## config.mk

```make
export PLATFORM = sky130hd
export DESIGN_NAME = rst_cal_seq
export DESIGN_NICKNAME = d
export VERILOG_FILES = /design/src/rtl/rcs_pkg.sv /design/src/rtl/rcs_sync.sv /design/src/rtl/rcs_pin_filter.sv /design/src/rtl/rcs_seq.sv /design/src/rtl/rcs_regs.sv /design/src/rtl/rst_cal_seq.sv
export SDC_FILE = /design/constraint.sdc
export NUM_CORES = 1
export LEC_CHECK = 0
export ABC_AREA = 1
export BUFFER_PORTS_ARGS = -buffer_cell sky130_fd_sc_hd__buf_2
export CORE_MARGIN = 4
export CORE_UTILIZATION = 45
export DETAILED_ROUTE_END_ITERATION = 6
export PLACE_DENSITY = 0.72
export SLEW_MARGIN = 20
export SYNTH_ARGS = -nofsm -noshare
export SYNTH_HDL_FRONTEND = slang
export SYNTH_HIERARCHICAL = 1
export SYNTH_SLANG_ARGS = --single-unit
```

## constraint.sdc

```tcl
create_clock -name clk -period 2.39 [get_ports clk]
set_clock_uncertainty 0.05 [all_clocks]
set_input_delay 0.478 -clock clk [delete_from_list [all_inputs] [get_ports clk]]
set_output_delay 0.478 -clock clk [all_outputs]
set_load 0.02 [all_outputs]
```

## src/rtl/rcs_pkg.sv

```systemverilog
package rcs_pkg;
  localparam logic [4:0] ADDR_CTRL    = 5'h00;
  localparam logic [4:0] ADDR_CFG     = 5'h17;
  localparam int         CTRL_RST_BIT = 15;
  localparam int         CFG_DRST_BIT = 0;

  typedef enum logic [1:0] {
    PH_IDLE = 2'd0,
    PH_RST  = 2'd1,
    PH_CAL  = 2'd2
  } phase_t;

  // Which parts a pending sequence must touch.
  typedef struct packed {
    logic strap;
    logic dig;
    logic ana;
  } need_t;
endpackage

```

## src/rtl/rcs_sync.sv

```systemverilog
module rcs_sync #(
  parameter int W = 1
) (
  input  logic         clk,
  input  logic         rst_n,
  input  logic [W-1:0] d,
  output logic [W-1:0] q
);
  for (genvar i = 0; i < W; i++) begin : g_bit
    logic s1_q, s2_q;
    always_ff @(posedge clk or negedge rst_n) begin
      if (!rst_n) begin
        s1_q <= 1'b0;
        s2_q <= 1'b0;
      end else begin
        s1_q <= d[i];
        s2_q <= s1_q;
      end
    end
    assign q[i] = s2_q;
  end
endmodule

```

## src/rtl/rcs_pin_filter.sv

```systemverilog
module rcs_pin_filter #(
  parameter int LEN = 25
) (
  input  logic clk,
  input  logic rst_n,
  input  logic pin,
  output logic hit
);
  localparam int CW = $clog2(LEN + 1);

  logic [CW-1:0] cnt_q, cnt_d;

  assign hit = (cnt_q == CW'(LEN));

  always_comb begin
    if (!pin)     cnt_d = '0;
    else if (hit) cnt_d = cnt_q;
    else          cnt_d = cnt_q + 1'b1;
  end

  always_ff @(posedge clk or negedge rst_n) begin
    if (!rst_n) cnt_q <= '0;
    else        cnt_q <= cnt_d;
  end
endmodule

```

## src/rtl/rcs_seq.sv

```systemverilog
module rcs_seq
  import rcs_pkg::*;
#(
  parameter int RST_CYCLES = 8,
  parameter int CAL_CYCLES = 5_000_000
) (
  input  logic clk,
  input  logic rst_n,
  input  logic chip_req,
  input  logic dig_req,
  input  logic ana_req,
  output logic rst_dig,
  output logic rst_ana,
  output logic busy,
  output logic strap_ld
);
  localparam int MAXC = (CAL_CYCLES > RST_CYCLES) ? CAL_CYCLES : RST_CYCLES;
  localparam int CW   = $clog2(MAXC + 1);
  localparam logic [CW-1:0] RST_LOAD = CW'(RST_CYCLES - 1);
  localparam logic [CW-1:0] CAL_LOAD = CW'(CAL_CYCLES - 1);

  phase_t        ph_q, ph_d;
  need_t         need_q, need_d, req;
  logic [CW-1:0] cnt_q, cnt_d;
  logic          any_req;

  assign req     = need_t'({chip_req, chip_req | dig_req, chip_req | ana_req});
  assign any_req = chip_req | dig_req | ana_req;

  always_comb begin
    ph_d     = ph_q;
    need_d   = need_q;
    cnt_d    = cnt_q;
    strap_ld = 1'b0;
    if (any_req) begin
      ph_d   = PH_RST;
      need_d = need_t'(((ph_q == PH_IDLE) ? need_t'('0) : need_q) | req);
      cnt_d  = RST_LOAD;
    end else begin
      case (ph_q)
        PH_RST: begin
          if (cnt_q == '0) begin
            strap_ld = need_q.strap;
            if (need_q.ana) begin
              ph_d  = PH_CAL;
              cnt_d = CAL_LOAD;
            end else begin
              ph_d = PH_IDLE;
            end
          end else begin
            cnt_d = cnt_q - 1'b1;
          end
        end
        PH_CAL: begin
          if (cnt_q == '0) ph_d = PH_IDLE;
          else             cnt_d = cnt_q - 1'b1;
        end
        default: ;
      endcase
    end
  end

  always_ff @(posedge clk or negedge rst_n) begin
    if (!rst_n) begin
      ph_q    <= PH_RST;
      need_q  <= need_t'('1);
      cnt_q   <= RST_LOAD;
      rst_dig <= 1'b1;
      rst_ana <= 1'b1;
      busy    <= 1'b1;
    end else begin
      ph_q    <= ph_d;
      need_q  <= need_d;
      cnt_q   <= cnt_d;
      rst_dig <= (ph_d == PH_RST) && need_d.dig;
      rst_ana <= (ph_d == PH_RST) && need_d.ana;
      busy    <= (ph_d != PH_IDLE);
    end
  end
endmodule

```

## src/rtl/rcs_regs.sv

```systemverilog
module rcs_regs
  import rcs_pkg::*;
#(
  parameter int MODE_W = 2
) (
  input  logic              clk,
  input  logic              rst_n,
  input  logic              rst_dig,
  input  logic              busy,
  input  logic              strap_ld,
  input  logic [MODE_W-1:0] strap_in,
  input  logic              reg_we,
  input  logic [4:0]        reg_addr,
  input  logic [15:0]       reg_wdata,
  output logic [15:0]       reg_rdata,
  output logic              sw_chip,
  output logic              sw_dig,
  output logic [MODE_W-1:0] mode,
  output logic [MODE_W-1:0] strap_q
);
  logic [MODE_W-1:0] mode_d, strap_d;
  logic              wr_ctrl;
  logic              wdata_unused;

  assign wdata_unused = ^reg_wdata;
  assign wr_ctrl = reg_we && !rst_dig && (reg_addr == ADDR_CTRL);
  assign sw_chip = wr_ctrl && reg_wdata[CTRL_RST_BIT];
  assign sw_dig  = reg_we && !rst_dig && (reg_addr == ADDR_CFG) && reg_wdata[CFG_DRST_BIT];

  always_comb begin
    strap_d = strap_q;
    mode_d  = mode;
    if (strap_ld) begin
      strap_d = strap_in;
      mode_d  = strap_in;
    end else if (rst_dig) begin
      mode_d  = strap_q;
    end else if (wr_ctrl) begin
      mode_d  = reg_wdata[MODE_W-1:0];
    end
  end

  always_comb begin
    reg_rdata = '0;
    if (reg_addr == ADDR_CTRL) begin
      reg_rdata[CTRL_RST_BIT] = busy;
      reg_rdata[MODE_W-1:0]   = mode;
    end
  end

  always_ff @(posedge clk or negedge rst_n) begin
    if (!rst_n) begin
      strap_q <= '0;
      mode    <= '0;
    end else begin
      strap_q <= strap_d;
      mode    <= mode_d;
    end
  end
endmodule

```

## src/rtl/rst_cal_seq.sv

```systemverilog
module rst_cal_seq
  import rcs_pkg::*;
#(
  parameter int FILT_CYCLES = 25,
  parameter int RST_CYCLES  = 8,
  parameter int CAL_CYCLES  = 5_000_000,
  parameter int MODE_W      = 2
) (
  input  logic              clk,
  input  logic              rst_n,
  input  logic              rst_pin,
  input  logic              pwr_good,
  input  logic              osc_stable,
  input  logic              pwrdn_pin,
  input  logic              speed_sel,
  input  logic [MODE_W-1:0] strap_in,
  input  logic              reg_we,
  input  logic [4:0]        reg_addr,
  input  logic [15:0]       reg_wdata,
  output logic [15:0]       reg_rdata,
  output logic              rst_dig,
  output logic              rst_ana
);
  logic [3:0]        async_s;
  logic              pin_s, pd_s, pg_s, osc_s;
  logic              filt_hit;
  logic              pd_q, spd_q;
  logic              sw_chip, sw_dig;
  logic              chip_req, dig_req, ana_req;
  logic              busy, strap_ld;
  logic [MODE_W-1:0] mode, strap_q;

  rcs_sync #(.W(4)) u_sync (
    .clk (clk),
    .rst_n (rst_n),
    .d ({osc_stable, pwr_good, pwrdn_pin, rst_pin}),
    .q (async_s)
  );
  assign {osc_s, pg_s, pd_s, pin_s} = async_s;

  rcs_pin_filter #(.LEN(FILT_CYCLES)) u_filt (
    .clk (clk),
    .rst_n (rst_n),
    .pin (pin_s),
    .hit (filt_hit)
  );

  always_ff @(posedge clk or negedge rst_n) begin
    if (!rst_n) begin
      pd_q  <= 1'b0;
      spd_q <= 1'b0;
    end else begin
      pd_q  <= pd_s;
      spd_q <= speed_sel;
    end
  end

  assign chip_req = filt_hit | ~pg_s | ~osc_s | sw_chip;
  assign dig_req  = sw_dig;
  assign ana_req  = (pd_s ^ pd_q) | (speed_sel ^ spd_q);

  rcs_seq #(.RST_CYCLES(RST_CYCLES), .CAL_CYCLES(CAL_CYCLES)) u_seq (
    .clk (clk),
    .rst_n (rst_n),
    .chip_req (chip_req),
    .dig_req (dig_req),
    .ana_req (ana_req),
    .rst_dig (rst_dig),
    .rst_ana (rst_ana),
    .busy (busy),
    .strap_ld (strap_ld)
  );

  rcs_regs #(.MODE_W(MODE_W)) u_regs (
    .clk (clk),
    .rst_n (rst_n),
    .rst_dig (rst_dig),
    .busy (busy),
    .strap_ld (strap_ld),
    .strap_in (strap_in),
    .reg_we (reg_we),
    .reg_addr (reg_addr),
    .reg_wdata (reg_wdata),
    .reg_rdata (reg_rdata),
    .sw_chip (sw_chip),
    .sw_dig (sw_dig),
    .mode (mode),
    .strap_q (strap_q)
  );
endmodule

```

==> metrics.md <==
| Metric | Value |
|---|---|
| Mapped cell area | a little over 3000 um^2 |
| Share of layout cells above drive strength 1 | 21.4% |
| CTS tree | built |
| Pre-CTS setup slack | 24.2 ps |
| CP endpoint kind | register |
| Placed instance area | between 3000 and 4000 um^2 |
| Ports | 49 |
| Final Max Tran Viols | 0 |
| Critical path launch point type | register |
| Number of synthesized flops with an enable pin | 0 |
| Seq/Total Area, Yosys | around two fifths |
| Gr busiest metal | met2 |
| Vias in the first global route | 2483 |
| Signal arrival time at the worst endpoint | roughly 2300 ps |
| P_leak | 1.91 nW |
| Hold Crit Class | in -> async |
| GPL Wtd Cong | 0.905 |
| Max-cap violations | 0 |
| CP Class | reg -> reg |
| Pwr/cell area | approximately 440 nW/um^2 |
| Design Area, Final | 3450 um^2 |
| M1 GR Usage | roughly a fifth |
| #FFs+latches synth | 50 |
| Post-synth top area cell | dfrtp_1 |
| Final ANT Viol Nets | 0 |
| Fin Hold WS | 99.6 ps |
| Tcrit/Tclk final | between 90% and 100% |
| Ys Warns | 6 |
| Wire length per cell | about 12 um |
| Die Y-Extent | ~91 um |
| Most area-consuming cells after synthesis | dfrtp_1 (32%), nand2_1 (14%), dfstp_2 (8.5%) |
| Drt drc | 0 |
| Actual slew at the worst max-slew pin | 574 ps |
| Syn_area_per_cell | between 7 and 8 um^2 |
| Yosys top cell area share | about 32% |
| Worst path required time | 2530 ps |
| Syn Inst Count | 415 |
| Setup violations, final | 0 |
| Die Span X | between 90 and 100 um |
| Clock-pin slew on the worst setup and hold paths | 100 ps |
| H-tree lvl count | 2 |
| Fmax | 457 MHz |
| Vias per cell | 4.85 |
| Setup TNS | 0 ps |
| Antenna fix cells | 0 |
| Initial antenna violation count | 0 |
| Endpoints failing hold | 0 |
| FILL cells | between 600 and 700 |
| Post-DP HPWL | 4660 um |
| Clk root buf | clkbuf_8 |
| Core Box Area | 6490 um^2 |
| Rel. slew slack | just over 60% |
| Synth async-reset ratio | between 90% and 100% |
| Power, Total | 1.52 mW |
| # nets final | 491 |
| WL final | 6220 um |
| Post-layout util | 53.2% |
| Largest fanout on the critical path | 6 |
| Row cnt | 29 |
| CTS sink count | 50 |
| Ys flop type | dfrtp_1 |
| Max clock buf depth | 2 |
| Final WS setup | ~200 ps |
| Layout area overhead | 11.8% |
| Grt met3 use | under 10% |
| Initial Utilization | 47.6% |
| Die area | 8250 um^2 |
| DRT iter0 DRCs | 114 |
| Most numerous cell in the Yosys netlist | nand2_1 |
| # port buffers | 22 |
| Placed Cells | approximately 520 |
| Finished Layout Cells | 531 |
| Routed vias | approximately 2600 |
| Largest net degree at the start of global routing | 27 |
| Total gr overflow | 0 |
| Gr usage total | 15.6% |
| Clk Latency, worst-skew pair | 310 ps |
| Final Critical Period | 2190 ps |
| Status | finished, final reports clean |
| CTS Buf Count | 5 |
| Grt met2 use | 26.2% |
| First-pass GRT wire length | roughly 11000 um |
| Max VDD drop | 0.000301 V |
| DR pass1 iterations | 4 |
| Synth cell types | 36 |
| Synth top cells by count | nand2_1 (118), nor2_1 (51), inv_1 (44) |
==> placed cells by master (no fill, tap or decap), types with 2 or more instances in the layout <==
master    Yosys  layout
buf_2         0      23
inv_2         2       2
or2_2         3       3
nor2_2       10      13
o21ai_0      14      14
inv_6         0       2
nand4_1       4       4
or2_1         2       2
xnor2_1       3       3
xor2_1       12      12
dfrtp_1      40      40
inv_1        44      44
nand3_1      31      30
clkbuf_8      0       5
nand2_2       7       8
nor3_1        3       3
nor2_4        2       2
nand4_2       2       2
dfstp_2      10      10
ha_1          7       7
conb_1        1      13
nand3_2       1       2
buf_4        19      16
o21ai_2       2       2
nand2_1     118     117
a21oi_1      14      14
nor2_1       51      48
==> metal layers <==
layer	vias to the layer above	share of wire [%]
li1	1337	-
met5	-	0
met1	1172	48
met4	0	0.64
met2	63	46
met3	4	5.1
==> worst max-delay path, stage by stage, from the launching register on <==
cell	delay, ps
dfrtp_1	420
ha_1	220
nand2_1	80
nor2_2	50
nor2_2	130
nand3_2	100
nor2_2	130
nand2_2	130
nor2_1	140
nand4_2	140
nand2_4	150
nor2_2	60
buf_4	130
o21ai_0	70
nand2_1	80
==> path summary, 6_finish.rpt <==
kind                                            from  cells past startpoint                    to  slack, ps
max in group asynchronous                      rst_n                      2            u_seq/busy       1580
worst max register to register       u_filt/cnt_q[0]                     14        u_seq/cnt_q[5]        200
worst min register to register  u_sync/g_bit[2].s1_q                      0  u_sync/g_bit[2].s2_q        290
worst min-delay path                           rst_n                      1       u_filt/cnt_q[2]        100
min in group clk                             rst_pin                      1  u_sync/g_bit[0].s1_q        220
worst max-delay path                 u_filt/cnt_q[0]                     14        u_seq/cnt_q[5]        200
==> registers in the layout (all words and copies together) (netlist names), 2 cells and up <==
register,flops
u_sync/g_bit.s2_q,4
u_filt/cnt_q,5
u_regs/strap_q,2
u_seq/need_q,3
u_regs/mode,2
u_seq/ph_q,2
u_seq/cnt_q,23
u_sync/g_bit.s1_q,4
==> logic make-up after synthesis <==
group / count (synthesis) / synth area share [%]
and+or+nand+nor: 238 / 34.5
buffers and inverters: 69 / 11.0
DFF: 50 / 40.9
AOI/OAI and AO/OA: 35 / 6.40
xor gates and xnor gates: 15 / 4.25
adders and majority gates: 7 / 2.84
other: 1 / 0.121
==> power by group <==
part,switching (mW),internal (mW),total [mW]
Clock,0.297,0.216,0.513
Sequential,0.0171,0.872,0.889
Combinational,0.0780,0.0407,0.119
==> area by class of cell <==
class / instances / area (um^2) / share of cell area (%)
clock inverter: 3 / 26.3 / 0.761
multi-input combinational: 308 / 1560 / 45.2
tap: 77 / 96.3 / 2.79
clock buffer: 5 / 68.8 / 1.99
sequential: 50 / 1260 / 36.6
timing repair buffer: 40 / 255 / 7.39
inverter: 48 / 183 / 5.29
==> repair_timing <==
action | 4_1_cts | 5_1_grt
gates resized for setup | 0 | 6
setup buffers | 0 | 6
hold buffers | 0 | 0
endpoints found under the hold margin | 0 | 0
setup endpoints to repair | 0 | 26
Power figures use the tool's default switching activity.
